File: config.mk
export PLATFORM = sky130hd
export DESIGN_NAME = int_exec_unit
export DESIGN_NICKNAME = d
export VERILOG_FILES = /design/src/rtl/exu_pkg.sv /design/src/rtl/exu_decode.sv /design/src/rtl/exu_arith.sv /design/src/rtl/exu_shifter.sv /design/src/rtl/exu_bitwise.sv /design/src/rtl/int_exec_unit.sv
export SDC_FILE = /design/constraint.sdc
export NUM_CORES = 2
export LEC_CHECK = 0
export BUFFER_PORTS_ARGS = -buffer_cell sky130_fd_sc_hd__clkbuf_2
export CAP_MARGIN = 20
export CORE_MARGIN = 5
export CORE_UTILIZATION = 65
export DETAILED_ROUTE_END_ITERATION = 10
export PLACE_DENSITY = 0.95
export SYNTH_ARGS = -nofsm -noshare
export SYNTH_HDL_FRONTEND = slang
export SYNTH_HIERARCHICAL = 1
export SYNTH_SLANG_ARGS = --single-unit
File: constraint.sdc
create_clock -name vclk -period 9.78
set_clock_uncertainty 0.1 [all_clocks]
set_input_delay 0.489 -clock vclk [all_inputs]
set_output_delay 0.489 -clock vclk [all_outputs]
set_load 0.01 [all_outputs]
File: src/rtl/exu_pkg.sv
// Package exu_pkg
// Shared encodings and the internal operation type for the integer execute
// unit. Assumes the fixed 6-bit opcode and 6-bit function code layout.
package exu_pkg;

    localparam int OPC_W = 6;
    localparam int FN_W  = 6;

    // Major opcodes
    localparam logic [OPC_W-1:0] OPC_REG  = 6'h00;
    localparam logic [OPC_W-1:0] OPC_ADDI = 6'h08;
    localparam logic [OPC_W-1:0] OPC_LDW  = 6'h23;
    localparam logic [OPC_W-1:0] OPC_STW  = 6'h2b;

    // Function codes under OPC_REG
    localparam logic [FN_W-1:0] FN_SLL = 6'h00;
    localparam logic [FN_W-1:0] FN_SRL = 6'h02;
    localparam logic [FN_W-1:0] FN_MUL = 6'h18;
    localparam logic [FN_W-1:0] FN_ADD = 6'h20;
    localparam logic [FN_W-1:0] FN_SUB = 6'h22;
    localparam logic [FN_W-1:0] FN_AND = 6'h24;
    localparam logic [FN_W-1:0] FN_OR  = 6'h25;

    // Internal operation selected by the decoder
    typedef enum logic [3:0] {
        XOP_ADD,
        XOP_SUB,
        XOP_MUL,
        XOP_AND,
        XOP_OR,
        XOP_SHL,
        XOP_SHR,
        XOP_ADDI,
        XOP_ADDR,
        XOP_BAD
    } xop_e;

    // Which result group drives the output
    typedef enum logic [1:0] {
        GRP_SUM,
        GRP_PROD,
        GRP_BITS,
        GRP_SHIFT
    } grp_e;

endpackage

File: src/rtl/exu_decode.sv
// Module exu_decode
// Maps the opcode and function code to one internal operation and a result
// group. Assumes the function code matters only when the opcode is OPC_REG.
// An unknown pattern yields XOP_BAD and asserts o_bad.
module exu_decode
    import exu_pkg::*;
(
    input  logic [OPC_W-1:0] i_opcode,
    input  logic [FN_W-1:0]  i_funct,
    output xop_e             o_op,
    output grp_e             o_grp,
    output logic             o_bad
);

    xop_e reg_op;

    // Select the register-register operation from the function code
    always_comb begin
        case (i_funct)
            FN_ADD:  reg_op = XOP_ADD;
            FN_SUB:  reg_op = XOP_SUB;
            FN_MUL:  reg_op = XOP_MUL;
            FN_AND:  reg_op = XOP_AND;
            FN_OR:   reg_op = XOP_OR;
            FN_SLL:  reg_op = XOP_SHL;
            FN_SRL:  reg_op = XOP_SHR;
            default: reg_op = XOP_BAD;
        endcase
    end

    // Select the final operation from the major opcode
    always_comb begin
        case (i_opcode)
            OPC_REG:          o_op = reg_op;
            OPC_ADDI:         o_op = XOP_ADDI;
            OPC_LDW, OPC_STW: o_op = XOP_ADDR;
            default:          o_op = XOP_BAD;
        endcase
    end

    // Group the operation by the unit that produces its result
    always_comb begin
        case (o_op)
            XOP_MUL:         o_grp = GRP_PROD;
            XOP_AND, XOP_OR: o_grp = GRP_BITS;
            XOP_SHL, XOP_SHR: o_grp = GRP_SHIFT;
            default:         o_grp = GRP_SUM;
        endcase
    end

    assign o_bad = (o_op == XOP_BAD);

endmodule

File: src/rtl/exu_arith.sv
// Module exu_arith
// One shared adder for add, subtract, add-immediate and address generation,
// and a multiplier that keeps the low DATA_W bits of the product.
// Assumes two's complement and wrap-around; no overflow is reported.
module exu_arith
    import exu_pkg::*;
#(
    parameter int DATA_W = 32,
    parameter int IMM_W  = 16
) (
    input  xop_e              i_op,
    input  logic [DATA_W-1:0] i_a,
    input  logic [DATA_W-1:0] i_b,
    input  logic [IMM_W-1:0]  i_imm,
    output logic [DATA_W-1:0] o_sum,
    output logic [DATA_W-1:0] o_prod
);

    localparam int EXT_W = DATA_W - IMM_W;

    logic [DATA_W-1:0] imm_sx;
    logic [DATA_W-1:0] addend;
    logic              carry_in;

    assign imm_sx = {{EXT_W{i_imm[IMM_W-1]}}, i_imm};

    // Choose the second adder input and the carry for the operation
    always_comb begin
        case (i_op)
            XOP_SUB: begin
                addend   = ~i_b;
                carry_in = 1'b1;
            end
            XOP_ADDI, XOP_ADDR: begin
                addend   = imm_sx;
                carry_in = 1'b0;
            end
            default: begin
                addend   = i_b;
                carry_in = 1'b0;
            end
        endcase
    end

    // Shared adder; the carry-out is dropped so the sum wraps
    assign o_sum = i_a + addend + {{(DATA_W-1){1'b0}}, carry_in};

    // The low half of a product is the same for signed and unsigned inputs
    assign o_prod = i_a * i_b;

endmodule

File: src/rtl/exu_shifter.sv
// Module exu_shifter
// Logarithmic zero-fill shifter. A left shift reverses the bits, shifts right
// and reverses back, so one set of stages serves both directions. Assumes
// DATA_W is a power of two and the distance is below DATA_W.
module exu_shifter #(
    parameter int DATA_W  = 32,
    parameter int SHAMT_W = $clog2(DATA_W)
) (
    input  logic [DATA_W-1:0]  i_val,
    input  logic [SHAMT_W-1:0] i_dist,
    input  logic               i_left,
    output logic [DATA_W-1:0]  o_val
);

    logic [DATA_W-1:0] rev_in;
    logic [DATA_W-1:0] stage_in;
    logic [DATA_W-1:0] stage [SHAMT_W+1];
    logic [DATA_W-1:0] rev_out;

    // Bit reversal used on both sides of the stages
    for (genvar bit_i = 0; bit_i < DATA_W; bit_i++) begin : g_rev
        assign rev_in[bit_i]  = i_val[DATA_W-1-bit_i];
        assign rev_out[bit_i] = stage[SHAMT_W][DATA_W-1-bit_i];
    end

    assign stage_in = i_left ? rev_in : i_val;
    assign stage[0] = stage_in;

    // One stage per distance bit, each a fixed power-of-two right shift
    for (genvar k = 0; k < SHAMT_W; k++) begin : g_stage
        localparam int STEP = 1 << k;
        assign stage[k+1] = i_dist[k] ? (stage[k] >> STEP) : stage[k];
    end

    assign o_val = i_left ? rev_out : stage[SHAMT_W];

endmodule

File: src/rtl/exu_bitwise.sv
// Module exu_bitwise
// Bitwise AND or OR of the two operands. Assumes the decoder only routes
// XOP_AND or XOP_OR here; any other operation selects OR.
module exu_bitwise
    import exu_pkg::*;
#(
    parameter int DATA_W = 32
) (
    input  xop_e              i_op,
    input  logic [DATA_W-1:0] i_a,
    input  logic [DATA_W-1:0] i_b,
    output logic [DATA_W-1:0] o_val
);

    // Pick the bitwise function
    always_comb begin
        if (i_op == XOP_AND) o_val = i_a & i_b;
        else                 o_val = i_a | i_b;
    end

endmodule

File: src/rtl/int_exec_unit.sv
// Module int_exec_unit
// Combinational execute unit: decodes opcode/function, runs the arithmetic,
// bitwise and shift units in parallel and selects one result. Assumes the
// caller latches the result; the block holds no state. Unknown encodings
// give o_illegal high and a zero result.
module int_exec_unit
    import exu_pkg::*;
#(
    parameter int DATA_W  = 32,
    parameter int IMM_W   = 16,
    parameter int SHAMT_W = $clog2(DATA_W)
) (
    input  logic [5:0]         i_opcode,
    input  logic [5:0]         i_funct,
    input  logic [SHAMT_W-1:0] i_shamt,
    input  logic [DATA_W-1:0]  i_op_a,
    input  logic [DATA_W-1:0]  i_op_b,
    input  logic [IMM_W-1:0]   i_imm,
    output logic [DATA_W-1:0]  o_result,
    output logic               o_illegal
);

    xop_e              op;
    grp_e              grp;
    logic              bad;
    logic [DATA_W-1:0] sum_val;
    logic [DATA_W-1:0] prod_val;
    logic [DATA_W-1:0] bits_val;
    logic [DATA_W-1:0] shift_val;
    logic [DATA_W-1:0] picked;

    exu_decode u_decode (
        .i_opcode (i_opcode),
        .i_funct  (i_funct),
        .o_op     (op),
        .o_grp    (grp),
        .o_bad    (bad)
    );

    exu_arith #(
        .DATA_W (DATA_W),
        .IMM_W  (IMM_W)
    ) u_arith (
        .i_op   (op),
        .i_a    (i_op_a),
        .i_b    (i_op_b),
        .i_imm  (i_imm),
        .o_sum  (sum_val),
        .o_prod (prod_val)
    );

    exu_bitwise #(
        .DATA_W (DATA_W)
    ) u_bitwise (
        .i_op  (op),
        .i_a   (i_op_a),
        .i_b   (i_op_b),
        .o_val (bits_val)
    );

    exu_shifter #(
        .DATA_W  (DATA_W),
        .SHAMT_W (SHAMT_W)
    ) u_shifter (
        .i_val  (i_op_a),
        .i_dist (i_shamt),
        .i_left (op == XOP_SHL),
        .o_val  (shift_val)
    );

    // Route the result of the group the decoder chose
    always_comb begin
        case (grp)
            GRP_PROD:  picked = prod_val;
            GRP_BITS:  picked = bits_val;
            GRP_SHIFT: picked = shift_val;
            default:   picked = sum_val;
        endcase
    end

    // Squash the result of an unknown encoding
    assign o_result  = bad ? '0 : picked;
    assign o_illegal = bad;

endmodule

==> qor.csv <==
stage,metric,value,unit
yosys,syn_area_per_cell,8.69,um^2
die,die-area,38100,um^2
setup_path,timing.setup.critical_path_class,in -> out,
setup_path,worst-endpoint-arrival,8.33,ns
layout,areaGrowthSynthToFinish,2.76,%
die,start_util,66.2,%
route,routed_wl,75600,um
clock_tree,cts_hold_buf,0,
sta,fin_crit,8.92,ns
global_routing,grt_usage,38.8,%
die,pin_count,130,
yosys,synth_area,22300,um^2
run,cap_violations,0,
sta,rsz0062_at_grt,no,
yosys,synthAdderAreaFrac,46.9,%
layout,mostFrequentLayoutCells,"inv_1 (415), fa_1 (410), nand2_1 (346)",
setup_path,crit_buf_inv,7,
yosys,yosysTopAreaCell,fa_1,
global_routing,grt_first_pass_wirelength,117000,um
layout,register_area,0,um^2
layout,nets,3222,
setup_path,end_kind,primary output,
clock_tree,ctsResizeCount,0,
setup_path,worstPathRequired,9.19,ns
sta,hold_viol_final,0,
clock_tree,postCtsSetupBuffers,0,
setup_path,path_max_fanout,31,
yosys,yosysUniqueCellTypes,99,
global_routing,grt_start_max_net_pins,61,
yosys,ys_warn_count,6,
layout,layout_commonest_cell,inv_1,
yosys,synth_xor_area_share,4.55,%
sta,max-slew-margin-rel,29.1,%
die,row_count,67,
layout,clkbuf_count,0,
layout,seq_cells,0,
route,drc,0,
placed_design,hpwl,58300,um
yosys,synthMuxAreaShare,9.83,%
sta,fmax,112,MHz
yosys,synth_top_family_by_area,adder cells,
route,drt_iter0_markers,2945,
route,viasPerCell,6.79,
placed_design,globalplace.congestion,1.06,
global_routing,grt-ovfl-total,0,
yosys,synthCells,2568,
global_routing,grt_pass1_vias,21700,
sta,fin_crit_sh,91.2,%
yosys,netlist_top_cells_area,"fa_1 (37%), ha_1 (8.6%), and2_1 (7.2%)",
sta,fin_tns_setup,0,ns
yosys,yosysTopAreaCellShare,36.8,%
yosys,synth-compound-area-share,10.5,%
setup_path,start_kind,primary input,
sta,slew_violations,0,
setup_path,crit_slowest_cell,clkbuf_2,
route,vias,20500,
yosys,yosysSeqAreaShare,0,%
setup_path,worst_path_largest_cell_delay,0.72,ns
run_status,status,finished clean,
layout,final_layout_size_suffix_gt1_share,10.9,%
yosys,synth-simple-area-share,17.5,%
min_path,hp-class,in -> out,
setup_path,cp_common_cell,fa_1,
yosys,syn_nets,3228,
route,drt-wirelength-per-cell,25.1,um
sta,setup_viol_count_final,0,
route,postRouteAntennaNets,0,
setup_path,cp_top_family,adder cells,
die,core_area,33700,um^2
global_routing,antenna_found_initial,3,
die,fp.dieW,195,um
sta,tightest_slew,1.06,ns
route,dr.pass1.iters,9,
placed_design,io_buffers,130,
die,die_y,195,um
==> stage by stage <==
stage / cell area (um^2) / hold WS [ns] / instances / worst slack [ns] / util, %
final: 22900 / 1.51 / 3011 / 0.863 / 68.1
after global routing: 22900 / 1.52 / 3010 / 0.545 / 68.1
after CTS: 22900 / 1.48 / 3008 / 1.07 / 68.0
after detailed placement: 22900 / 1.48 / 3008 / 1.08 / 68.0
after global placement: 22900 / 1.46 / 3008 / 1.26 / 68.0
after floorplan: 22300 / 1.16 / 2568 / 1.95 / -
==> layer usage <==
layer | vias to the layer above | routed length, um | track usage [%]
li1 | 8248 | - | -
met5 | - | 0 | 0
met2 | 1831 | 33900 | 61.3
met1 | 9913 | 26300 | 49.5
met4 | 0 | 5600 | 21.9
met3 | 466 | 9820 | 8.91
==> cell families after synthesis <==
family	Yosys count
adders and majority gates	595
AOI/OAI and AO/OA	323
and+or+nand+nor	785
muxes	169
xor gates and xnor gates	116
buffers and inverters	580
==> final timing paths <==
| kind | cells after the start | startpoint | to | slack [ns] |
|---|---|---|---|---|
| hold / removal | 4 | i_opcode[0] | o_illegal | 1.51 |
| setup / recovery | 28 | i_op_a[8] | o_result[30] | 0.86 |
==> synth_stat cells (18+ instances only) <==
master / number
and2_1: 257
maj3_2: 30
a21o_1: 26
nand2_1: 346
o211ai_1: 19
o22ai_1: 46
mux4_2: 27
mux2i_1: 106
nor2_1: 71
xnor2_1: 92
nor3_1: 18
fa_1: 410
clkbuf_1: 122
inv_1: 415
a21oi_1: 57
xor2_1: 24
ha_1: 153
o21ai_0: 37
mux2_2: 26
==> layout make-up <==
type                            instances  area, um^2
Multi-Input combinational cell       1988       20000
Fill cell                            2518       10800
Inverter                              418        1570
Timing Repair Buffer                  154         831
Tap cell                              448         561
Antenna cell                            3        7.51
Power is left out: the tool's default activity adds up to more than one toggle a clock period on the data nets, which glitch-free logic cannot reach.
